## src/rtl/sar_seq_pkg.sv

```systemverilog
package sar_seq_pkg;
  // Strobes from the sequencer control to the conversion datapath
  typedef struct packed {
    logic clearSar;   // start: clear decided bits and trial mask
    logic loadMask;   // enter bit phase: set trial bit to MSB
    logic decide;     // end of a bit step: keep or drop trial bit
    logic publish;    // end of frame: copy result to output latch
  } seqStrobes_t;
endpackage

```

## src/rtl/sar_seq_ctrl.sv

```systemverilog
module sar_seq_ctrl
  import sar_seq_pkg::*;
#(
  parameter int WIDTH = 8
) (
  input  logic        clk,
  input  logic        rst,
  input  logic        csN,
  input  logic        rdN,
  output seqStrobes_t strb,
  output logic        busyN,
  output logic        holdOut
);
  localparam int FRAME = 2 * (WIDTH + 2);
  localparam int CW    = $clog2(FRAME);
  localparam logic [CW-1:0] ACQ_LAST  = CW'(1);
  localparam logic [CW-1:0] FIRST_DEC = CW'(3);
  localparam logic [CW-1:0] LAST_DEC  = CW'(2 * WIDTH + 1);
  localparam logic [CW-1:0] FRAME_END = CW'(FRAME - 1);

  logic          busy;
  logic          hold;
  logic [CW-1:0] cnt;    // input clocks since the start edge; cnt[0] is the divided-clock phase
  logic          startReq;

  assign startReq = !csN && !rdN;

  always_ff @(posedge clk) begin
    if (rst) begin
      busy <= 1'b0;
      hold <= 1'b0;
      cnt  <= '0;
    end else if (!busy) begin
      if (startReq) begin
        busy <= 1'b1;
        cnt  <= '0;
      end
    end else begin
      cnt <= cnt + CW'(1);
      if (cnt == ACQ_LAST) hold <= 1'b1;
      if (cnt == FRAME_END) begin
        busy <= 1'b0;
        hold <= 1'b0;
        cnt  <= '0;
      end
    end
  end

  always_comb begin
    strb.clearSar = !busy && startReq;
    strb.loadMask = busy && (cnt == ACQ_LAST);
    strb.decide   = busy && cnt[0] && (cnt >= FIRST_DEC) && (cnt <= LAST_DEC);
    strb.publish  = busy && (cnt == FRAME_END);
  end

  assign busyN   = !busy;
  assign holdOut = hold;

  AST_START_WHEN_IDLE: assert property (@(posedge clk) disable iff (rst)
    (busyN && startReq) |=> !busyN);
  AST_NO_RESTART: assert property (@(posedge clk) disable iff (rst)
    (!busyN && startReq && cnt != FRAME_END) |=> (cnt == $past(cnt) + CW'(1)));
  AST_HOLD_AFTER_ACQ: assert property (@(posedge clk) disable iff (rst)
    $rose(holdOut) |-> ($past(!busyN, 2) && !busyN));
  AST_RELEASE_FROM_HOLD: assert property (@(posedge clk) disable iff (rst)
    $rose(busyN) |-> $past(holdOut));
  AST_PUBLISH_AT_END: assert property (@(posedge clk) disable iff (rst)
    strb.publish |=> busyN);
endmodule

```

## src/rtl/sar_seq_dpath.sv

```systemverilog
module sar_seq_dpath
  import sar_seq_pkg::*;
#(
  parameter int WIDTH = 8
) (
  input  logic             clk,
  input  logic             rst,
  input  seqStrobes_t      strb,
  input  logic             cmpIn,
  output logic [WIDTH-1:0] dacCode,
  output logic [WIDTH-1:0] dataOut
);
  localparam logic [WIDTH-1:0] MSB_MASK = {1'b1, {(WIDTH-1){1'b0}}};

  logic [WIDTH-1:0] sar;    // decided bits
  logic [WIDTH-1:0] mask;   // single trial bit, zero outside the bit phase

  always_ff @(posedge clk) begin
    if (rst) begin
      sar     <= '0;
      mask    <= '0;
      dataOut <= '0;
    end else begin
      if (strb.clearSar) begin
        sar  <= '0;
        mask <= '0;
      end
      if (strb.loadMask) mask <= MSB_MASK;
      if (strb.decide) begin
        if (cmpIn) sar <= sar | mask;
        mask <= mask >> 1;
      end
      if (strb.publish) dataOut <= sar;
    end
  end

  assign dacCode = sar | mask;

  AST_ONE_TRIAL_BIT: assert property (@(posedge clk) disable iff (rst)
    $onehot0(mask));
  AST_DROP_ON_LOW_CMP: assert property (@(posedge clk) disable iff (rst)
    (strb.decide && !cmpIn) |=> (sar == $past(sar)));
  AST_LATCH_HOLDS: assert property (@(posedge clk) disable iff (rst)
    !strb.publish |=> $stable(dataOut));
endmodule

```

## src/rtl/sar_sequencer.sv

```systemverilog
module sar_sequencer
  import sar_seq_pkg::*;
#(
  parameter int WIDTH = 8
) (
  input  logic             clk,
  input  logic             rst,
  input  logic             csN,
  input  logic             rdN,
  input  logic             cmpIn,
  output logic [WIDTH-1:0] dacCode,
  output logic             holdOut,
  output logic [WIDTH-1:0] dataOut,
  output logic             busyN
);
  seqStrobes_t strb;

  sar_seq_ctrl #(.WIDTH(WIDTH)) i_ctrl (
    .clk(clk), .rst(rst), .csN(csN), .rdN(rdN),
    .strb(strb), .busyN(busyN), .holdOut(holdOut)
  );

  sar_seq_dpath #(.WIDTH(WIDTH)) i_dpath (
    .clk(clk), .rst(rst), .strb(strb), .cmpIn(cmpIn),
    .dacCode(dacCode), .dataOut(dataOut)
  );
endmodule

```

## config.mk

```make
export PLATFORM = sky130hd
export DESIGN_NAME = sar_sequencer
export DESIGN_NICKNAME = d
export VERILOG_FILES = /design/src/rtl/sar_seq_pkg.sv /design/src/rtl/sar_seq_ctrl.sv /design/src/rtl/sar_seq_dpath.sv /design/src/rtl/sar_sequencer.sv
export SDC_FILE = /design/constraint.sdc
export NUM_CORES = 1
export LEC_CHECK = 0
export BUFFER_PORTS_ARGS = -buffer_cell sky130_fd_sc_hd__clkbuf_2
export CORE_ASPECT_RATIO = 1.1
export CORE_MARGIN = 2
export CORE_UTILIZATION = 58
export DETAILED_ROUTE_END_ITERATION = 10
export PLACE_DENSITY = 0.87
export SLEW_MARGIN = 20
export SYNTH_ARGS = -nofsm -noshare
export SYNTH_HDL_FRONTEND = slang
export SYNTH_SLANG_ARGS = --single-unit
```

## constraint.sdc

```tcl
create_clock -name clk -period 3.95 [get_ports clk]
set_input_delay 0.395 -clock clk [delete_from_list [all_inputs] [get_ports clk]]
set_output_delay 0.395 -clock clk [all_outputs]
set_load 0.02 [all_outputs]
```

# After elaboration in Yosys (flattened, before gate mapping)
# Cells that the tools add are included.
[word_totals]
inputBits = 5
regBits = 31
elab_cells = 43
[op_classes]
n_eq_ne = 2
n_reduce_logical = 16
bitwise = 1
magnitude_cmp = 2
n_mux = 14
addsub = 1
[ops]
columns = ["cell", "count"]
rows = [
  ["8-bit 2-to-1 mux", 5],
  ["5-bit 2-to-1 mux", 3],
  ["8-bit OR", 1],
  ["1-bit logical AND", 7],
  ["7-bit 2-to-1 mux", 1],
  ["2-bit nonzero test", 3],
  ["5-bit by 1-bit adder with 5-bit output (second input constant)", 1],
  ["5-bit by 1-bit == test with 1-bit output (second input constant)", 1],
  ["5-bit == test (second input constant)", 1],
  ["5-bit by 2-bit >= comparator with 1-bit output (second input constant)", 1],
  ["5-bit <= comparator (second input constant)", 1],
  ["1-bit 2-to-1 mux", 5],
  ["1-bit logical NOT", 3],
  ["3-bit nonzero test", 1],
  ["2-bit AND reduction", 1],
  ["2-bit OR reduction", 1],
]

# Logic depth before layout (Yosys ltp)
# Gate-level depths: netlist (run 1).
[logic_depth]
ltp_word = 6
mapped_depth = 7
mapped_depth_nobuf = 5

# Hierarchy
# Synthesis (run 1) repeated with hierarchy kept, for this count alone.
[unflattened]
cells_unflattened = 153
hier_area_um2 = 1405.1
[by_module_without_submodules]
columns = ["mod", "cells_each", "n_inst", "area_each_um2", "seq_area_each_um2"]
rows = [
  ["sar_seq_dpath", 104, 1, 992.2, 480.5],
  ["sar_seq_ctrl", 49, 1, 412.9, 140.1],
]

# Worst setup path after synthesis (run 1)
# OpenSTA, ideal clock, no wires.
[synth_path]
path_kind = "reg-to-reg"
start = "register i_ctrl.cnt[0]"
end = "register i_dpath.mask[7]"
path_buffers = 2
required_time_ps = 3834
t_arrival_ps = 1549
path_slack_ps = 2285
path_stages_with_launch = 8
synth_period_minus_slack_ps = 1665
setup_time_ps = 116
path_cell_list = "dfxtp_1 -> ha_1 -> a21oi_1 -> and2_4 -> buf_12 -> or2_1 -> buf_2 -> and3b_1"
[synth_via]
elab_chain_cells = 4
elab_cells_between_ends = 10
classes_between = "order compare: 2; eq/ne: 1; mux: 1; reduce/logical: 6"
[synth_lines]
columns = ["element", "line", "source"]
rows = [
  ["start, declared", "sar_seq_ctrl.sv:23", "logic [CW-1:0] cnt;"],
  ["start signal, assigned", "sar_seq_ctrl.sv:39", "cnt <= cnt + CW'(1);"],
  ["5-bit by 2-bit >= comparator with 1-bit output or 1-bit logical AND (tied branches)", "sar_seq_ctrl.sv:52", "strb.decide = busy && cnt[0] && (cnt >= FIRST_DEC) && (cnt <= LAST_DEC);"],
  ["1-bit logical AND (2 in a row)", "sar_seq_ctrl.sv:52", ""],
  ["2-bit OR reduction (no source line)", "-", ""],
  ["end signal, assigned", "sar_seq_dpath.sv:31", "mask <= mask >> 1;"],
  ["end, declared", "sar_seq_dpath.sv:16", "logic [WIDTH-1:0] mask;"],
]
# Parallel ways exist; a longest one is shown, timed or not.
# A chain may end at the register's enable or synchronous reset.

# Worst setup path in the final report (run 1)
[layout_path]
start = "register i_ctrl.cnt[0]"
end = "register i_dpath.dataOut[4]"
[layout_via]
elab_chain_cells = 2
[layout_lines]
columns = ["element", "line", "source"]
rows = [
  ["5-bit == test", "sar_seq_ctrl.sv:53", "strb.publish = busy && (cnt == FRAME_END);"],
  ["1-bit logical AND", "sar_seq_ctrl.sv:53", ""],
  ["end signal, assigned", "sar_seq_dpath.sv:33", "if (strb.publish) dataOut <= sar;"],
  ["end, declared", "sar_seq_dpath.sv:11", "output logic [WIDTH-1:0] dataOut"],
]
# No other way between the ends.

==> flow_summary_export.csv, run 1 <==
group,metric,value,unit
status,status,"completed",
power_and_ir_drop,cellInternalPower,0.393,mW
synthesis,syn_avg_cell_area,9.76,um2
sta,slew-limit-headroom,51.4,%
synthesis,ys_seq_area_share,45.4,%
power_and_ir_drop,combPwrFrac,5.3,%
die,initial_utilization,61.3,%
clock_tree,htree_num_levels,2,
finish,areaGrowthSynthToFinish,10.5,%
sta,hold_viol_final,0,
power_and_ir_drop,cellPowerDensity,344,nW/um2
synthesis,synth_cell_types,34,
finish,final_layout_size_suffix_gt1_share,27.6,%
global_routing,grt_pass1_vias,958,
finish,final_cell_mix,"dfxtp_1, clkbuf_2, nor2_1, mux2i_1",
power_and_ir_drop,seqPwrFrac,61.3,%
worst_hold_path,hold_depth,2,
worst_hold_path,min_path_type,"register to register",
setup_path,crit_start,"i_ctrl.cnt[0]",
die,die_h,54.9,um
route,drtIter0Drc,16,
die,die_w,50.3,um
synthesis,synth_edf_count,0,
clock_tree,cts_hold_buf,0,
finish,final_nets,169,
route,viasPerCell,5.53,
route,wl_per_cell,13.5,um
sta,tightest_slew,0.727,ns
synthesis,synthTopCellsByArea,"dfxtp_1, mux2i_1, a22o_1, nor2_1, o211ai_1",
synthesis,synth_area_leader_cell,"dfxtp_1",
clock_tree,clock_sink_count,31,
sta,grt_setup_unrepaired,"no",
synthesis,synthFlopType,"dfxtp_1",
finish,final_common_cell,"dfxtp_1",
setup_path,crit_path_max_incr_delay,0.61,ns
synthesis,yosys.area.top_type_share,45.4,%
clock_tree,clk_pin_slew,0.09,ns
placed_design,gp_congestion,0.734,
setup_path,startpoint_type,"register",
setup_path,slowest_stage,"nand4_1",
setup_path,crit_path_cell_trace,"ha_1, nand4_1, mux2i_1, nor2_1",
die,coreArea,2230,um2
job,drv_cap,0,
power_and_ir_drop,leakage,0.667,nW
sta,drv_slew,0,
die,io_pins,23,
setup_path,r2r_start,"i_ctrl.cnt[0]",
synthesis,async_flop_share,0,%
die,num_rows,18,
sta,skew,0.00504,ns
sta,holdWs,0.470,ns
setup_path,crit_fanout,10,
sta,min_period,1.96,ns
power_and_ir_drop,ir_worst_vdd,0.000232,V
route,drt_wl_total,2610,um
global_routing,grt_max_degree,28,
setup_path,cp-end-kind,"register",
setup_path,worst-endpoint-arrival,2.18,ns
sta,fin_tns_setup,0,ns
clock_tree,cts_buffers,5,
worst_hold_path,hold_start,"i_ctrl.holdOut",
power_and_ir_drop,p_switching,0.127,mW
setup_path,worstSetupPathType,"register to register",
clock_tree,clkLatencyLatePin,0.33,ns
route,ant_nets,0,
placed_design,hpwl,1840,um
clock_tree,cts-root-buf,"clkbuf_4",
global_routing,grt_use_total,21.4,%
power_and_ir_drop,p_sw_share,24.4,%
power_and_ir_drop,clkPwrFrac,33.4,%
synthesis,syn-num-nets,147,
synthesis,ys_warn_count,0,
sta,final-setup-viol-count,0,
die,dieArea,2760,um2
global_routing,antenna_found_initial,0,
setup_path,crit_required,4.16,ns
placed_design,port_buffers,22,
finish,instances_no_fill,193,
route,vias,1067,
clock_tree,cts_tree,"built",
finish,post-route-util,67.7,%
clock_tree,clockBufferDepth,2,
global_routing,grt_pass1_wl,4200,um
sta,layout_worst_path_cycle_share,49.7,%
finish,design_area,1510,um2
synthesis,postSynthCellCount,140,
clock_tree,cts_resized,0,
global_routing,overflow,0,
synthesis,syn_area,1370,um2
setup_path,reg2reg_depth,4,
route,remaining_drc_errors,0,
sta,fmax,510,MHz
route,first_pass_iters,4,
placed_design,placed_cell_area,1460,um2
finish,n_antenna_cell,0,
placed_design,dp.cells,185,
clock_tree,post_cts_buffers,0,
synthesis,synth-seq-cells,31,
logic make-up after synthesis:
group           after synthesis  synth area share [%]
buf+inv                      14                  5.86
fa+ha+maj                     2                  1.83
compound gates               38                  20.5
simple gates                 46                  19.8
mux                           9                  6.59
flops                        31                  45.4
worst paths after layout:
| check | to | slack (ns) |
|---|---|---|
| hold / removal | i_ctrl.holdOut | 0.47 |
| setup / recovery | i_dpath.dataOut[4] | 1.99 |
| hold reg to reg | i_ctrl.holdOut | 0.47 |
| setup reg to reg | i_dpath.dataOut[4] | 1.99 |
worst max-delay path, delay by kind of cell (launching register included):
| kind | cells | cell delay, ns |
|---|---|---|
| adder cells (fa/ha/maj) | 1 | 0.32 |
| flip-flops | 1 | 0.48 |
| AND/OR/NAND/NOR | 2 | 0.66 |
| multiplexers | 1 | 0.38 |
layer usage:
layer / GRT usage, % / wire (um) / vias up
met1: 22.3 / 1130 / 500
met5: 0 / 0 / -
met3: 5.65 / 131 / 4
met4: 13.9 / 32 / 0
met2: 39.0 / 1320 / 24
li1: - / - / 539
cell type report:
class                   instances  area (um2)
flip-flops and latches         31         621
well taps                      30        37.5
fillers                       158         719
repair buffers                 22         110
inverters                       7        26.3
clock buffers                   7        45.0
multi-input cells              95         666
clock inverters                 1        5.00
synth_stat cells (2+ instances only):
library cell / n
nor2_1: 15
inv_1: 4
buf_2: 3
inv_2: 3
ha_1: 2
o211ai_1: 7
o21ai_0: 3
a22o_1: 8
mux2i_1: 9
clkbuf_1: 2
dfxtp_1: 31
o21ai_1: 8
nor3_1: 2
a21oi_1: 6
nand3_1: 3
nand2b_1: 8
nand3b_1: 2
or2_2: 8
sequential cells by signal, summed over array words and instances (netlist names):
register,cells
i_dpath.dataOut,8
i_ctrl.holdOut,1
i_ctrl.busy,1
i_dpath.sar,8
i_ctrl.cnt,5
i_dpath.mask,8
stage by stage:
step | setup WS, ns | power [mW]
finish | 1.99 | 0.520
global route | 1.79 | 0.535
CTS | 1.94 | 0.522
detailed placement | 1.96 | 0.353
global placement | 2.06 | 0.352
floorplan | 2.29 | 0.347
power groups by stage:
stage	Combinational, mW	Clock, mW	Sequential, mW
after floorplan	0.0232	0	0.324
after global placement	0.0262	0	0.326
after detailed placement	0.0272	0	0.326
after CTS	0.0273	0.176	0.319
after global routing	0.0303	0.186	0.319
final	0.0273	0.174	0.319
Note: power is estimated with default switching activity, not from simulation.
==> inputs of run 2 (changes only) <==
--- a/config.mk
+++ b/config.mk
@@ -8,9 +8,9 @@
 export BUFFER_PORTS_ARGS = -buffer_cell sky130_fd_sc_hd__clkbuf_2
 export CORE_ASPECT_RATIO = 1.1
 export CORE_MARGIN = 2
-export CORE_UTILIZATION = 58
+export CORE_UTILIZATION = 49
 export DETAILED_ROUTE_END_ITERATION = 10
-export PLACE_DENSITY = 0.87
+export PLACE_DENSITY = 0.79
 export SLEW_MARGIN = 20
 export SYNTH_ARGS = -nofsm -noshare
 export SYNTH_HDL_FRONTEND = slang
==> constraint.sdc (replaced) <==
create_clock -name clk -period 1.7 [get_ports clk]
set_input_delay 0.17 -clock clk [delete_from_list [all_inputs] [get_ports clk]]
set_output_delay 0.17 -clock clk [all_outputs]
set_load 0.02 [all_outputs]
==> run 2 against run 1 <==
Global-route usage is 2.3 points lower; non-clock buffer count is 7 higher; flip-flop and latch count stayed put; sequential share of layout area is 1.6 points lower; setup slack worse by 1.9 ns; via count is 4.5% higher; die area is 17% higher; utilization is 9.5 points lower; first-iteration DRC count is 44% higher; register-to-register slack worse by 1.9 ns; sequential power is 130% higher; final cell count is 4.7% higher; critical endpoint is now i_dpath.mask[4].
==> flow_summary_export.csv, run 2 (synthesis results as in run 1) <==
group,metric,value,unit
status,status,"completed",
route,drt_wl_total,2640,um
global_routing,antenna_found_initial,0,
sta,layout_worst_path_cycle_share,93.6,%
clock_tree,htree_num_levels,2,
power_and_ir_drop,seqPwrFrac,59.6,%
worst_hold_path,min_path_type,"input pin to register",
power_and_ir_drop,ir_worst_vdd,0.000519,V
finish,fillCellCount,246,
sta,fin_tns_setup,0,ns
sta,slew-limit-headroom,65.4,%
job,drv_cap,0,
setup_path,worst-endpoint-arrival,1.86,ns
clock_tree,clock_sink_count,31,
finish,final_common_cell,"dfxtp_1",
die,num_rows,20,
sta,tightest_slew,0.517,ns
placed_design,placed_cell_area,1500,um2
sta,skew,0.00423,ns
die,initial_utilization,50.6,%
clock_tree,cts_buffers,5,
setup_path,crit_path_max_incr_delay,0.59,ns
route,drtIter0Drc,23,
clock_tree,cts-root-buf,"clkbuf_4",
route,remaining_drc_errors,0,
placed_design,gp_congestion,0.807,
finish,instances_no_fill,202,
setup_path,worstSetupPathType,"register to register",
power_and_ir_drop,p_sw_share,23.7,%
route,vias,1115,
sta,drv_slew,0,
route,ant_nets,0,
setup_path,cp-end-kind,"register",
finish,register_area,621,um2
die,die_h,59.4,um
global_routing,grt_use_total,19.1,%
power_and_ir_drop,combPwrFrac,5.6,%
finish,final_cell_mix,"dfxtp_1, clkbuf_2, nor2_1, mux2i_1",
global_routing,grt_pass1_wl,4250,um
placed_design,hpwl,1840,um
power_and_ir_drop,cellPowerDensity,790,nW/um2
global_routing,grt_pass1_vias,989,
global_routing,overflow,0,
clock_tree,clockBufferDepth,2,
finish,multiInputGateArea,666,um2
finish,areaGrowthSynthToFinish,15.1,%
die,dieArea,3230,um2
sta,final-setup-viol-count,0,
clock_tree,cts_hold_buf,0,
route,dr_wl_met2,1270,um
route,first_pass_iters,4,
finish,top_regs,"i_dpath.dataOut x8, i_dpath.mask x8, i_dpath.sar x8",
power_and_ir_drop,p_switching,0.295,mW
setup_path,crit_path_cell_trace,"nor3_1, a311oi_2, o211ai_1, o21ai_1",
setup_path,crit_required,1.97,ns
power_and_ir_drop,cellInternalPower,0.947,mW
route,wl_met1,1130,um
finish,n_antenna_cell,0,
clock_tree,cts_tree,"built",
sta,hold_viol_final,0,
clock_tree,clk_pin_slew,0.09,ns
die,io_pins,23,
finish,final_layout_size_suffix_gt1_share,31.4,%
placed_design,port_buffers,22,
route,viasPerCell,5.52,
finish,design_area,1570,um2
setup_path,startpoint_type,"register",
power_and_ir_drop,leakage,0.706,nW
setup_path,slowest_stage,"dfxtp_1",
finish,final_nets,176,
route,wl_met3,170,um
placed_design,place_ws,0.0903,ns
sta,grt_setup_unrepaired,"no",
die,coreArea,2700,um2
setup_path,crit_fanout,9,
placed_design,dp.cells,193,
die,die_w,54.3,um
route,wl_per_cell,13.1,um
sta,finalWorstSetupSlack,0.109,ns
route,top_layer,"met4",
global_routing,grt_max_degree,17,
clock_tree,clkLatencyLatePin,0.33,ns
sta,min_period,1.59,ns
power_and_ir_drop,clkPwrFrac,34.9,%
sta,fmax,629,MHz
[run 2: cell count changes in the layout (fill, tap and decap cells not counted)]
| cell | delta |
|---|---|
| buf_4 | +7 |
| clkbuf_1 | -2 |
| clkbuf_8 | +1 |
[run 2: stage by stage]
stage	power, mW	hold slack [ns]	utilization [%]
floorplan	0.806	0.456	-
finish	1.24	0.188	58.2
CTS	1.26	0.182	57.6
global route	1.30	0.181	58.2
detailed placement	0.826	0.452	55.6
global placement	0.822	0.451	55.6
[run 2: final cells by class]
cell class,instances,share of cell area (%)
multi-input combinational,95,42.3
sequential,31,39.5
clock inverter,1,0.318
inverter,7,1.67
timing repair buffer,29,10.3
tap,33,2.63
clock buffer,6,3.26
[run 2: power groups by stage]
| stage | combinational (mW) | sequential, mW | clock (mW) |
|---|---|---|---|
| floorplan | 0.0539 | 0.753 | 0 |
| global placement | 0.0664 | 0.756 | 0 |
| detailed placement | 0.0692 | 0.757 | 0 |
| CTS | 0.0695 | 0.740 | 0.452 |
| global route | 0.0752 | 0.741 | 0.485 |
| finish | 0.0691 | 0.740 | 0.433 |
[run 2: timing repair]
item,4_1_cts,5_1_grt
endpoints found under the setup margin,0,10
buffers inserted,0,2
gates resized for setup,0,0
[run 2: worst paths after layout]
| kind | slack [ns] | to | cells after the start | startpoint |
|---|---|---|---|---|
| setup / recovery | 0.11 | i_dpath.mask[4] | 4 | i_ctrl.busy |
| setup reg to reg | 0.11 | i_dpath.mask[4] | 4 | i_ctrl.busy |
| hold / removal | 0.19 | i_ctrl.cnt[4] | 2 | rst |
| hold reg to reg | 0.47 | i_ctrl.holdOut | 2 | i_ctrl.holdOut |
[run 2: worst max-delay path, delay by kind of cell, from the launching register on]
family,cells,cell delay (ns)
compound gates,3,0.75
flops,1,0.59
simple gates,1,0.19
[run 2: layer usage]
layer	vias up	track usage, %
li1	554	-
met1	511	21.1
met2	41	30.1
met3	9	7.58
met4	0	11.8
met5	-	0
==> inputs of run 3 (changes only) <==
--- a/config.mk
+++ b/config.mk
@@ -11,6 +11,8 @@
 export CORE_UTILIZATION = 49
 export DETAILED_ROUTE_END_ITERATION = 10
 export PLACE_DENSITY = 0.79
+export SETUP_SLACK_MARGIN = 0.3
+export SKIP_CTS_REPAIR_TIMING = 1
 export SLEW_MARGIN = 20
 export SYNTH_ARGS = -nofsm -noshare
 export SYNTH_HDL_FRONTEND = slang
==> run 3 against run 2 <==
Design area up 6.7%; register-to-register slack gained 0.13 ns; fmax grew 8.8%; setup slack improved by 0.13 ns; utilization grew 3.9 points; non-clock buffer count grew 1; clock skew rose by 0.0024 ns; sequential power about the same; combinational power up 22%; via count fell by 3.3%; critical path type unchanged; hold slack better by 0.097 ns.
==> flow_summary_export.csv, run 3 (synthesis results as in run 1) <==
group,metric,value,unit
status,status,"completed",
sta,fin_tns_setup,0,ns
power_and_ir_drop,clkPwrFrac,42.1,%
finish,design_area,1680,um2
finish,fillCellCount,228,
global_routing,grt_use_total,18.8,%
clock_tree,cts_tree,"built",
power_and_ir_drop,cellInternalPower,1.11,mW
finish,n_antenna_cell,0,
clock_tree,clockBufferDepth,2,
placed_design,hpwl,1880,um
die,num_rows,20,
route,ant_nets,0,
clock_tree,cts-root-buf,"clkbuf_4",
clock_tree,htree_num_levels,2,
worst_hold_path,hold_depth,4,
finish,top_regs,"i_dpath.dataOut x8, i_dpath.mask x8, i_dpath.sar x8",
route,drtIter0Drc,15,
finish,areaGrowthSynthToFinish,22.8,%
worst_hold_path,hold_start,"csN",
route,viasPerCell,5.28,
global_routing,antenna_found_initial,0,
sta,tightest_slew,0.478,ns
finish,final_nets,177,
setup_path,crit_required,1.92,ns
power_and_ir_drop,combPwrFrac,6.0,%
die,io_pins,23,
job,drv_cap,0,
power_and_ir_drop,p_sw_share,21.6,%
clock_tree,clk_pin_slew,0.10,ns
sta,skew,0.00662,ns
route,first_pass_iters,4,
worst_hold_path,holdPathEnd,"i_ctrl.busy",
sta,grt_setup_unrepaired,"yes",
placed_design,placed_cell_area,1510,um2
power_and_ir_drop,p_switching,0.307,mW
power_and_ir_drop,ir_worst_vdd,0.000680,V
placed_design,port_buffers,22,
sta,hold_viol_final,0,
placed_design,gp_congestion,0.757,
finish,final_layout_size_suffix_gt1_share,38.0,%
setup_path,r2r_slack,0.24,ns
placed_design,place_ws,0.109,ns
finish,final_common_cell,"dfxtp_1",
power_and_ir_drop,leakage,0.736,nW
route,wl_per_cell,12.9,um
die,die_w,54.3,um
global_routing,grt_pass1_wl,4270,um
clock_tree,clock_sink_count,31,
clock_tree,cts_buffers,5,
power_and_ir_drop,fin_total_pwr,1.42,mW
clock_tree,clkLatencyLatePin,0.33,ns
sta,slew-limit-headroom,68.0,%
setup_path,worstSetupPathType,"register to register",
finish,final_cell_mix,"dfxtp_1, clkbuf_2, nor2_1, mux2i_1",
sta,layout_worst_path_cycle_share,86.0,%
global_routing,grt_pass1_vias,992,
die,initial_utilization,50.6,%
die,dieArea,3230,um2
setup_path,r2r-end,"i_dpath.sar[1]",
route,remaining_drc_errors,0,
sta,finalWorstSetupSlack,0.238,ns
route,vias,1078,
worst_hold_path,min_path_type,"input pin to register",
global_routing,overflow,0,
setup_path,r2r_start,"i_ctrl.cnt[1]",
die,coreArea,2700,um2
die,die_h,59.4,um
sta,final-setup-viol-count,0,
setup_path,crit_fanout,8,
setup_path,cp-end-kind,"register",
power_and_ir_drop,seqPwrFrac,52.0,%
sta,drv_slew,0,
sta,fmax,684,MHz
sta,min_period,1.46,ns
setup_path,reg2reg_depth,6,
setup_path,startpoint_type,"register",
global_routing,grt_max_degree,20,
setup_path,worst-endpoint-arrival,1.69,ns
route,drt_wl_total,2640,um
power_and_ir_drop,cellPowerDensity,845,nW/um2
run 3: changes by cell type in the layout (fill, tap and decap cells not counted), sizes merged:
| cell | change |
|---|---|
| buf | +1 |
| bufinv | +1 |
run 3: layout make-up:
| cell class | instances | area [um2] | area share, % |
|---|---|---|---|
| multi-input combinational | 95 | 719 | 42.9 |
| sequential | 31 | 631 | 37.6 |
| timing repair buffer | 30 | 174 | 10.4 |
| clock buffer | 6 | 51.3 | 3.06 |
| tap | 33 | 41.3 | 2.46 |
| clock inverter | 2 | 35.0 | 2.09 |
| inverter | 7 | 26.3 | 1.57 |
run 3: power by group through the flow:
| stage | Sequential [mW] | Combinational [mW] | Clock [mW] |
|---|---|---|---|
| detailed placement | 0.756 | 0.0713 | 0 |
| CTS | 0.739 | 0.0712 | 0.618 |
| floorplan | 0.754 | 0.0546 | 0 |
| global route | 0.738 | 0.0935 | 0.639 |
| global placement | 0.755 | 0.0678 | 0 |
| finish | 0.737 | 0.0844 | 0.596 |
run 3: how the worst max path moves through the flow:
stage             startpoint         endpoint  depth (start not counted)
6_report       i_ctrl.cnt[1]   i_dpath.sar[1]                          6
5_1_grt        i_ctrl.cnt[1]   i_dpath.sar[0]                          6
4_1_cts        i_ctrl.cnt[0]   i_dpath.sar[1]                          4
3_5_place_dp   i_ctrl.cnt[0]   i_dpath.sar[1]                          4
3_3_place_gp   i_ctrl.cnt[0]   i_dpath.sar[6]                          4
2_1_floorplan  i_ctrl.cnt[0]  i_dpath.mask[7]                          7
run 3: metal layers:
layer | track usage (%) | wire length [um]
met5 | 0 | 0
met4 | 10.0 | 81
met3 | 6.82 | 115
met2 | 32.0 | 1320
met1 | 19.6 | 1110
run 3: metrics by stage:
step,std cells,hold WS [ns],utilization (%)
after floorplan,140,0.456,-
after global placement,191,0.448,55.9
after detailed placement,191,0.459,55.9
after CTS,199,0.266,59.1
after global routing,204,0.332,62.1
final,204,0.285,62.1
run 3: critical path, cell delays in order (launching register included):
cell and delay [ns]:
dfxtp_4 0.40, inv_2 0.05, ha_4 0.17, o2111ai_4 0.33, nor4b_4 0.08, buf_6 0.15
a22o_1 0.17
